## src/rtl/capreg_pkg.sv

```systemverilog
package capreg_pkg;
   typedef enum logic [1:0] {
      MODE_VIDEO = 2'd0,
      MODE_TEXT  = 2'd1,
      MODE_CAPN  = 2'd2,
      MODE_CAPE  = 2'd3
   } disp_mode_e;

   // status bit positions, decoded by host software
   localparam int ST_RDY  = 0;
   localparam int ST_SHUT = 1;
   localparam int ST_EXT  = 2;
   localparam int ST_FLD  = 3;
   localparam int ST_POR  = 7;

   // control byte 2 fields
   localparam int C1_CHAN = 6;
   localparam int C1_CLR  = 7;

   // write register indices
   localparam int WR_CTL0 = 0;
   localparam int WR_CTL1 = 1;
   localparam int WR_ROW  = 2;
   localparam int WR_COL  = 3;
   localparam int WR_CHAR = 4;
endpackage

```

## src/rtl/capreg_ptr.sv

```systemverilog
module capreg_ptr #(
   parameter int IN_W = 7,
   parameter int LAST = 4,
   localparam int W   = (LAST < 1) ? 1 : $clog2(LAST + 1)
) (
   input  logic            clk,
   input  logic            rst_n,
   input  logic            load,
   input  logic [IN_W-1:0] load_val,
   input  logic            step,
   output logic [W-1:0]    ptr
);
   localparam logic [W-1:0] LAST_C = W'(LAST);

   if (LAST < 1 || IN_W < W) begin : g_bad_cfg
      $error("capreg_ptr: LAST must be at least 1 and IN_W wide enough");
   end

   always_ff @(posedge clk or negedge rst_n) begin
      if (!rst_n) begin
         ptr <= '0;
      end else if (load) begin
         if (int'(load_val) > LAST) ptr <= LAST_C;
         else                       ptr <= W'(load_val);
      end else if (step && ptr != LAST_C) begin
         ptr <= ptr + 1'b1;
      end
   end

   // pointer never leaves the register range
   p_ptr_range_r1: assert property (@(posedge clk) disable iff (!rst_n)
      ptr <= LAST_C);
   // saturation at the last register
   p_ptr_sat_r2: assert property (@(posedge clk) disable iff (!rst_n)
      (step && !load && ptr == LAST_C) |=> ptr == LAST_C);
   p_ptr_adv_r1: assert property (@(posedge clk) disable iff (!rst_n)
      (step && !load && ptr != LAST_C) |=> ptr == $past(ptr) + 1'b1);
endmodule

```

## src/rtl/capreg_status.sv

```systemverilog
module capreg_status
   import capreg_pkg::*;
#(
   parameter int BYTE_W = 8
) (
   input  logic              clk,
   input  logic              rst_n,
   input  logic              rd_stb,
   input  logic              rd_is_stat,
   input  logic              acq_stb,
   input  logic [BYTE_W-1:0] acq_b1,
   input  logic [BYTE_W-1:0] acq_b2,
   input  logic              acq_field2,
   input  logic              acq_ext,
   input  logic              acq_shut,
   output logic [BYTE_W-1:0] status,
   output logic [BYTE_W-1:0] byte1,
   output logic [BYTE_W-1:0] byte2,
   output logic              data_ready
);
   logic shut_q, ext_q, fld_q, por_q;
   logic rd_stat;

   if (BYTE_W != 8) begin : g_bad_cfg
      $error("capreg_status: status layout needs 8-bit bytes");
   end

   assign rd_stat = rd_stb && rd_is_stat;

   always_ff @(posedge clk or negedge rst_n) begin
      if (!rst_n) begin
         data_ready <= 1'b0;
         shut_q     <= 1'b0;
         ext_q      <= 1'b0;
         fld_q      <= 1'b0;
         por_q      <= 1'b1;
         byte1      <= '0;
         byte2      <= '0;
      end else begin
         if (acq_stb)     data_ready <= 1'b1;
         else if (rd_stb) data_ready <= 1'b0;

         if (acq_shut)     shut_q <= 1'b1;
         else if (rd_stat) shut_q <= 1'b0;

         if (acq_stb) begin
            ext_q <= acq_ext;
            fld_q <= acq_field2;
            byte1 <= acq_b1;
            byte2 <= acq_b2;
         end else if (rd_stat) begin
            ext_q <= 1'b0;
            fld_q <= 1'b0;
         end

         if (rd_stat) por_q <= 1'b0;
      end
   end

   always_comb begin
      status          = '0;
      status[ST_RDY]  = data_ready;
      status[ST_SHUT] = shut_q;
      status[ST_EXT]  = ext_q;
      status[ST_FLD]  = fld_q;
      status[ST_POR]  = por_q;
   end

   // a read without a new capture drops data ready
   p_rdy_clear_r5: assert property (@(posedge clk) disable iff (!rst_n)
      (rd_stb && !acq_stb) |=> !data_ready);
   // a capture always leaves data ready set
   p_rdy_set_r6: assert property (@(posedge clk) disable iff (!rst_n)
      acq_stb |=> data_ready);
   // power-up flag only falls after a status read
   p_por_fall_r4: assert property (@(posedge clk) disable iff (!rst_n)
      $fell(por_q) |-> $past(rd_stat));
endmodule

```

## src/rtl/capreg_cursor.sv

```systemverilog
module capreg_cursor #(
   parameter int ROW_W  = 4,
   parameter int COL_W  = 5,
   parameter int CHAR_W = 7,
   localparam int AW    = ROW_W + COL_W
) (
   input  logic              clk,
   input  logic              rst_n,
   input  logic              row_ld,
   input  logic [ROW_W-1:0]  row_val,
   input  logic              col_ld,
   input  logic [COL_W-1:0]  col_val,
   input  logic              char_stb,
   input  logic [CHAR_W-1:0] char_val,
   input  logic              mem_en,
   output logic              pm_we,
   output logic [AW-1:0]     pm_addr,
   output logic [CHAR_W-1:0] pm_wdata
);
   localparam logic [COL_W-1:0] COL_MAX = '1;

   logic [ROW_W-1:0] row;
   logic [COL_W-1:0] col;

   always_ff @(posedge clk or negedge rst_n) begin
      if (!rst_n) begin
         row <= '0;
         col <= '0;
      end else if (char_stb) begin
         col <= col + 1'b1;
         if (col == COL_MAX) row <= row + 1'b1;
      end else begin
         if (row_ld) row <= row_val;
         if (col_ld) col <= col_val;
      end
   end

   always_ff @(posedge clk or negedge rst_n) begin
      if (!rst_n) begin
         pm_we    <= 1'b0;
         pm_addr  <= '0;
         pm_wdata <= '0;
      end else begin
         pm_we <= char_stb && mem_en;
         if (char_stb) begin
            pm_addr  <= {row, col};
            pm_wdata <= char_val;
         end
      end
   end

   // every character steps the column by one
   p_col_step_r8: assert property (@(posedge clk) disable iff (!rst_n)
      char_stb |=> col == $past(col) + 1'b1);
   // column overflow carries into the row
   p_row_carry_r9: assert property (@(posedge clk) disable iff (!rst_n)
      (char_stb && col == COL_MAX) |=> row == $past(row) + 1'b1);
   p_row_hold_r9: assert property (@(posedge clk) disable iff (!rst_n)
      (char_stb && col != COL_MAX) |=> $stable(row));
endmodule

```

## src/rtl/capreg_sweep.sv

```systemverilog
module capreg_sweep #(
   parameter int AW = 9
) (
   input  logic          clk,
   input  logic          rst_n,
   input  logic          start,
   output logic          busy,
   output logic          done,
   output logic [AW-1:0] addr
);
   localparam logic [AW-1:0] ADDR_MAX = '1;

   if (AW < 1) begin : g_bad_cfg
      $error("capreg_sweep: AW must be positive");
   end

   always_ff @(posedge clk or negedge rst_n) begin
      if (!rst_n) begin
         busy <= 1'b0;
         addr <= '0;
      end else if (!busy) begin
         if (start) begin
            busy <= 1'b1;
            addr <= '0;
         end
      end else if (addr == ADDR_MAX) begin
         busy <= 1'b0;
      end else begin
         addr <= addr + 1'b1;
      end
   end

   assign done = busy && (addr == ADDR_MAX);

   // the sweep visits addresses in rising order without gaps
   p_sweep_adv_r10: assert property (@(posedge clk) disable iff (!rst_n)
      (busy && addr != ADDR_MAX) |=> busy && addr == $past(addr) + 1'b1);
   p_sweep_end_r10: assert property (@(posedge clk) disable iff (!rst_n)
      (busy && addr == ADDR_MAX) |=> !busy);
endmodule

```

## src/rtl/capreg_top.sv

```systemverilog
module capreg_top
   import capreg_pkg::*;
#(
   parameter int ROW_W                   = 4,
   parameter int COL_W                   = 5,
   parameter int CHAR_W                  = 7,
   parameter logic [CHAR_W-1:0] FILL_CODE = 7'h20,
   parameter logic [1:0] SA_ENH_STYLE    = 2'd0,
   parameter logic [1:0] SA_NRM_STYLE    = 2'd2,
   localparam int BYTE_W                 = 8,
   localparam int AW                     = ROW_W + COL_W
) (
   input  logic              clk,
   input  logic              rst_n,
   input  logic              sub_stb,
   input  logic [BYTE_W-1:0] sub_data,
   input  logic              wr_stb,
   input  logic [BYTE_W-1:0] wr_data,
   input  logic              rd_stb,
   output logic [BYTE_W-1:0] rd_data,
   output logic              rd_vld,
   input  logic              acq_stb,
   input  logic [BYTE_W-1:0] acq_b1,
   input  logic [BYTE_W-1:0] acq_b2,
   input  logic              acq_field2,
   input  logic              acq_ext,
   input  logic              acq_shut,
   input  logic              sa_mode,
   input  logic [2:0]        sa_pins,
   output logic              dr_pull,
   output logic [BYTE_W-1:0] ctl0,
   output logic [BYTE_W-1:0] ctl1,
   output logic [1:0]        eff_mode,
   output logic [1:0]        eff_style,
   output logic              eff_chan,
   output logic              pm_we,
   output logic [AW-1:0]     pm_addr,
   output logic [CHAR_W-1:0] pm_wdata,
   output logic              clr_busy
);
   localparam int WR_LAST = WR_CHAR;
   localparam int RD_LAST = 2;
   localparam int WP_W    = $clog2(WR_LAST + 1);
   localparam int RP_W    = $clog2(RD_LAST + 1);

   if (ROW_W < 1 || ROW_W > BYTE_W || COL_W < 1 || COL_W > BYTE_W ||
       CHAR_W < 1 || CHAR_W > BYTE_W) begin : g_bad_cfg
      $error("capreg_top: field widths must fit in one byte");
   end

   logic [WP_W-1:0]   wptr;
   logic [RP_W-1:0]   rptr;
   logic              wsub, rsub;
   logic              wr_row, wr_col, wr_chr, wr_c1;
   logic [BYTE_W-1:0] stat, b1, b2;
   logic              rdy;
   logic              sw_busy, sw_done;
   logic [AW-1:0]     sw_addr;
   logic              cu_we;
   logic [AW-1:0]     cu_addr;
   logic [CHAR_W-1:0] cu_data;

   assign wsub = sub_stb && !sub_data[BYTE_W-1];
   assign rsub = sub_stb &&  sub_data[BYTE_W-1];

   capreg_ptr #(.IN_W(BYTE_W-1), .LAST(WR_LAST)) u_wptr (
      .clk(clk), .rst_n(rst_n), .load(wsub),
      .load_val(sub_data[BYTE_W-2:0]), .step(wr_stb), .ptr(wptr));

   capreg_ptr #(.IN_W(BYTE_W-1), .LAST(RD_LAST)) u_rptr (
      .clk(clk), .rst_n(rst_n), .load(rsub),
      .load_val(sub_data[BYTE_W-2:0]), .step(rd_stb), .ptr(rptr));

   assign wr_c1  = wr_stb && (wptr == WP_W'(WR_CTL1));
   assign wr_row = wr_stb && (wptr == WP_W'(WR_ROW));
   assign wr_col = wr_stb && (wptr == WP_W'(WR_COL));
   assign wr_chr = wr_stb && (wptr == WP_W'(WR_CHAR));

   // control bytes
   always_ff @(posedge clk or negedge rst_n) begin
      if (!rst_n) begin
         ctl0 <= '0;
         ctl1 <= '0;
      end else begin
         if (wr_stb && wptr == WP_W'(WR_CTL0)) ctl0 <= wr_data;
         if (wr_c1) ctl1[C1_CLR-1:0] <= wr_data[C1_CLR-1:0];
         if (sw_done)                ctl1[C1_CLR] <= 1'b0;
         else if (wr_c1 && !sw_busy) ctl1[C1_CLR] <= wr_data[C1_CLR];
      end
   end

   capreg_status #(.BYTE_W(BYTE_W)) u_status (
      .clk(clk), .rst_n(rst_n), .rd_stb(rd_stb),
      .rd_is_stat(rptr == '0), .acq_stb(acq_stb),
      .acq_b1(acq_b1), .acq_b2(acq_b2), .acq_field2(acq_field2),
      .acq_ext(acq_ext), .acq_shut(acq_shut),
      .status(stat), .byte1(b1), .byte2(b2), .data_ready(rdy));

   always_ff @(posedge clk or negedge rst_n) begin
      if (!rst_n) begin
         rd_data <= '0;
         rd_vld  <= 1'b0;
      end else begin
         rd_vld <= rd_stb;
         if (rd_stb) begin
            case (rptr)
               RP_W'(0): rd_data <= stat;
               RP_W'(1): rd_data <= b1;
               default:  rd_data <= b2;
            endcase
         end
      end
   end

   capreg_cursor #(.ROW_W(ROW_W), .COL_W(COL_W), .CHAR_W(CHAR_W)) u_cursor (
      .clk(clk), .rst_n(rst_n),
      .row_ld(wr_row), .row_val(wr_data[ROW_W-1:0]),
      .col_ld(wr_col), .col_val(wr_data[COL_W-1:0]),
      .char_stb(wr_chr), .char_val(wr_data[CHAR_W-1:0]),
      .mem_en(!sw_busy),
      .pm_we(cu_we), .pm_addr(cu_addr), .pm_wdata(cu_data));

   capreg_sweep #(.AW(AW)) u_sweep (
      .clk(clk), .rst_n(rst_n),
      .start(wr_c1 && wr_data[C1_CLR]),
      .busy(sw_busy), .done(sw_done), .addr(sw_addr));

   assign clr_busy = sw_busy;
   assign pm_we    = sw_busy | cu_we;
   assign pm_addr  = sw_busy ? sw_addr   : cu_addr;
   assign pm_wdata = sw_busy ? FILL_CODE : cu_data;

   // mode source: host register or stand-alone pins
   always_comb begin
      if (sa_mode) begin
         eff_mode  = sa_pins[1:0];
         eff_chan  = sa_pins[2];
         eff_style = (sa_pins[1:0] == MODE_CAPE) ? SA_ENH_STYLE : SA_NRM_STYLE;
      end else begin
         eff_mode  = ctl1[1:0];
         eff_style = ctl1[3:2];
         eff_chan  = ctl1[C1_CHAN];
      end
   end

   assign dr_pull = rdy && !sa_mode;

   // the clear bit stays set for the whole sweep
   p_busy_bit_r10: assert property (@(posedge clk) disable iff (!rst_n)
      clr_busy |-> ctl1[C1_CLR]);
   // the clear bit falls only when a sweep ends
   p_clr_fall_r10: assert property (@(posedge clk) disable iff (!rst_n)
      $fell(ctl1[C1_CLR]) |-> $past(sw_done));
   // read data follows each read request by one cycle
   p_rd_lat_r2: assert property (@(posedge clk) disable iff (!rst_n)
      rd_stb |=> rd_vld);
endmodule

```

## config.mk

```make
export PLATFORM = sky130hd
export DESIGN_NAME = capreg_top
export DESIGN_NICKNAME = d
export VERILOG_FILES = /design/src/rtl/capreg_pkg.sv /design/src/rtl/capreg_ptr.sv /design/src/rtl/capreg_status.sv /design/src/rtl/capreg_cursor.sv /design/src/rtl/capreg_sweep.sv /design/src/rtl/capreg_top.sv
export SDC_FILE = /design/constraint.sdc
export NUM_CORES = 1
export LEC_CHECK = 0
export ABC_AREA = 1
export BUFFER_PORTS_ARGS = -buffer_cell sky130_fd_sc_hd__buf_2
export CAP_MARGIN = 30
export CORE_MARGIN = 2
export CORE_UTILIZATION = 49
export DETAILED_ROUTE_END_ITERATION = 8
export GPL_ROUTABILITY_DRIVEN = 0
export GPL_TIMING_DRIVEN = 0
export PLACE_DENSITY = 0.84
export SLEW_MARGIN = 20
export SYNTH_ARGS = -nofsm -noshare
export SYNTH_HDL_FRONTEND = slang
export SYNTH_SLANG_ARGS = --single-unit
```

## constraint.sdc

```tcl
create_clock -name clk -period 2.11 [get_ports clk]
set_clock_uncertainty 0.2 [all_clocks]
set_input_delay 0.3165 -clock clk [delete_from_list [all_inputs] [get_ports clk]]
set_output_delay 0.3165 -clock clk [all_outputs]
set_load 0.02 [all_outputs]
```

==> flow_summary.toml <==
[detailed_routing]
wl_met2_um = 4930
wl_per_cell_um = 13.1
top_layer = "met4"
drt_iter0_markers = 177
via_count = 3766
m1WireLength_um = 3990
antenna_left = 0
met3_length_um = 492
drc = 0
drt-vias-per-instance = 5.12
drt_wl_total_um = 9620
firstDrtPassIters = 5

[timing]
period_share_pct = 94.7
fin_crit_ps = 2000
rsz0062_at_grt = "no"
setup_viol = 0
hold_viol_final = 0
worst_slew_pin_slew_ps = 421
max_freq_mhz = 500
fin_ws_ps = 112
timing.hold.ws_ps = 14.7
slew_violations = 0
slew_headroom_pct = 72.0

[logic_synthesis]
netlist.area_leader.share_pct = 51.9
synth_seq_cells = 87
syn_nets = 560
ys_top_cells_by_area = "dfrtp_1 52%, nand2_1 15%, o21ai_0 6.9%, inv_1 4.2%, ha_1 3.9%"
synth_top_area_cell = "dfrtp_1"
synth-seq-area-share_pct = 52.6
ys_warn_count = 0
synth_area_um2 = 4140
ys_types = 37
synth_cells = 502
synth.avg_cell_area_um2 = 8.25

[placement]
dp_slack_ps = 143
dp_hpwl_um = 6900
portBuffers = 90
dp_cells = 698

[pwr]
power_frac_clock_pct = 19.3
p_comb_share_pct = 33.9
swShare_pct = 39.1
switchingPower_w = 0.00211
pwr_density_cell_nw_per_um2 = 1040
ir_drop_uv = 562
p_seq_share_pct = 46.8
p_int_w = 0.00328
power_w = 0.00539
p_leak_nw = 2.68

[floorplanning]
core_um2 = 8220
die_h_um = 96.0
boundaryPins = 94
dieArea_um2 = 9210
die_w_um = 96.0
start_util_pct = 50.4
row_count = 33

[global_route]
overflow = 0
grt_pass1_wl_um = 15700
grt_start_max_net_pins = 58
grt_antenna_before_repair = 0
grt_pass1_vias = 3629
grt_usage_pct = 22.1

[clocking]
clockBufferDepth = 2
clk_latency_ps = 360
post_cts_buffers = 0
numClockSinks = 87
path_clk_slew_ps = 90
cts-root-buf = "clkbuf_8"
cts_tree = "built"
numCtsBuffers = 9
cts-htree-levels = 3

[cells_and_area]
layout.cells.non_filler = 736
diodes = 0
area_growth_pct = 24.6
fin_nets = 684
drive_gt1_share_pct = 22.2

[setup_path]
path_max_fanout = 10
startpoint_type = "register"
crit_type = "reg -> out"
cp.arrival_ps = 1480
cp-end-kind = "output pin"
critical_path_required_ps = 1590

[min_path]
hp-class = "in -> reg"

[run]
drv_cap = 0

[status]
status = "finished clean"
[synthesized netlist by cell type, drive strengths merged]
cell type and instances:
nand3 19, nor3 2, ha 13, nand2 172
dfstp 1, o21a 1, o31ai 1, a21oi 10
buf 13, inv 51, nand4 3, dfrtp 86
clkbuf 3, nor2 43, and2 1, a21o 1
mux2 1, o211ai 2, a31oi 9, or2 4
o21ai 61, a22oi 3, xor2 1, clkinv 1
[path summary, 6_finish.rpt]
check | startpoint | endpoint | slack, ps | cells after the start
max in group asynchronous | rst_n | u_status.por_q$_DFFE_PN1P_ | 800 | 3
max | u_sweep.busy$_DFF_PN0_ | pm_addr[6] | 110 | 6
min | wr_data[7] | ctl0[7]$_DFFE_PN0P_ | 10 | 2
min in group asynchronous | rst_n | ctl0[4]$_DFFE_PN0P_ | 230 | 2
min reg2reg | u_status.byte2[5]$_DFFE_PN0P_ | u_status.byte2[5]$_DFFE_PN0P_ | 280 | 2
max reg2reg | u_sweep.addr[0]$_DFFE_PN0P_ | u_sweep.addr[6]$_DFFE_PN0P_ | 170 | 11
[power by group through the flow]
| stage | combinational [W] | sequential [W] | clock, W |
|---|---|---|---|
| after global placement | 0.00170 | 0.00252 | 0 |
| after detailed placement | 0.00180 | 0.00254 | 0 |
| after CTS | 0.00184 | 0.00251 | 0.00106 |
| after global routing | 0.00203 | 0.00258 | 0.00114 |
| final | 0.00183 | 0.00252 | 0.00104 |
| after floorplan | 0.000958 | 0.00274 | 0 |
[routing by layer]
metal	vias up	track usage (%)
met2	114	39.7
met1	1782	25.3
li1	1850	-
met5	-	0
met3	20	5.72
met4	0	8.21
[registers in the layout, indices dropped and copies added, names as in the netlist]
name	flops
u_wptr.ptr	3
ctl1	8
u_status.byte2	8
rd_vld	1
ctl0	8
u_status.byte1	8
u_status.shut_q	1
u_status.fld_q	1
u_sweep.addr	9
u_cursor.pm_addr	9
u_cursor.row	4
u_cursor.pm_we	1
u_rptr.ptr	2
u_status.ext_q	1
rd_data	8
u_sweep.busy	1
u_status.data_ready	1
u_cursor.col	5
u_status.por_q	1
u_cursor.pm_wdata	7
[kinds of logic after synthesis]
logic type / Yosys count / share of synthesized area, %
AOI/OAI and AO/OA: 88 / 11.5
xor gates and xnor gates: 1 / 0.211
and+or+nand+nor: 244 / 24.6
muxes: 1 / 0.272
buffers and inverters: 68 / 6.95
adders and majority gates: 13 / 3.93
DFF: 87 / 52.6
[worst max-delay path, cell delays in order (launching register included)]
cell and delay (ps):
dfrtp_1 400, buf_6 150, inv_6 100, buf_6 140
nand2_1 50, o21ai_1 100, buf_2 190
[metrics by stage]
stage	cell area, µm²	util, %	TNS, ps
3_5_place_dp	4750	57.9	0
3_3_place_gp	4720	57.5	-13220
5_1_grt	5160	62.8	0
2_1_floorplan	4140	-	0
4_1_cts	5150	62.7	0
6_report	5160	62.8	0
[placed cells by master (no fill, tap or decap), types with 4 or more instances in the layout]
cell             n
o21ai_1          5
dfrtp_1         86
a21oi_1          9
inv_2            4
buf_2           97
nor2_1          38
clkbuf_8         9
nand3_1         18
nand2_1        169
o21ai_0         56
ha_1            12
a31oi_1          9
inv_1           46
dlygate4sd3_1   22
[final cells by class]
class | count | area [µm²]
multi-input combinational | 347 | 1680
inverter | 52 | 200
timing repair buffer | 113 | 701
tap | 105 | 131
clock inverter | 6 | 45.0
buffer | 16 | 97.6
fill | 703 | 3060
clock buffer | 10 | 128
sequential | 87 | 2180
[timing repair]
action / in CTS / in global routing
gates resized for setup: 1 / 6
hold buffers: 22 / 0
endpoints found under the hold margin: 51 / 0
setup endpoints to repair: 1 / 20
Power figures use the tool's default switching activity.
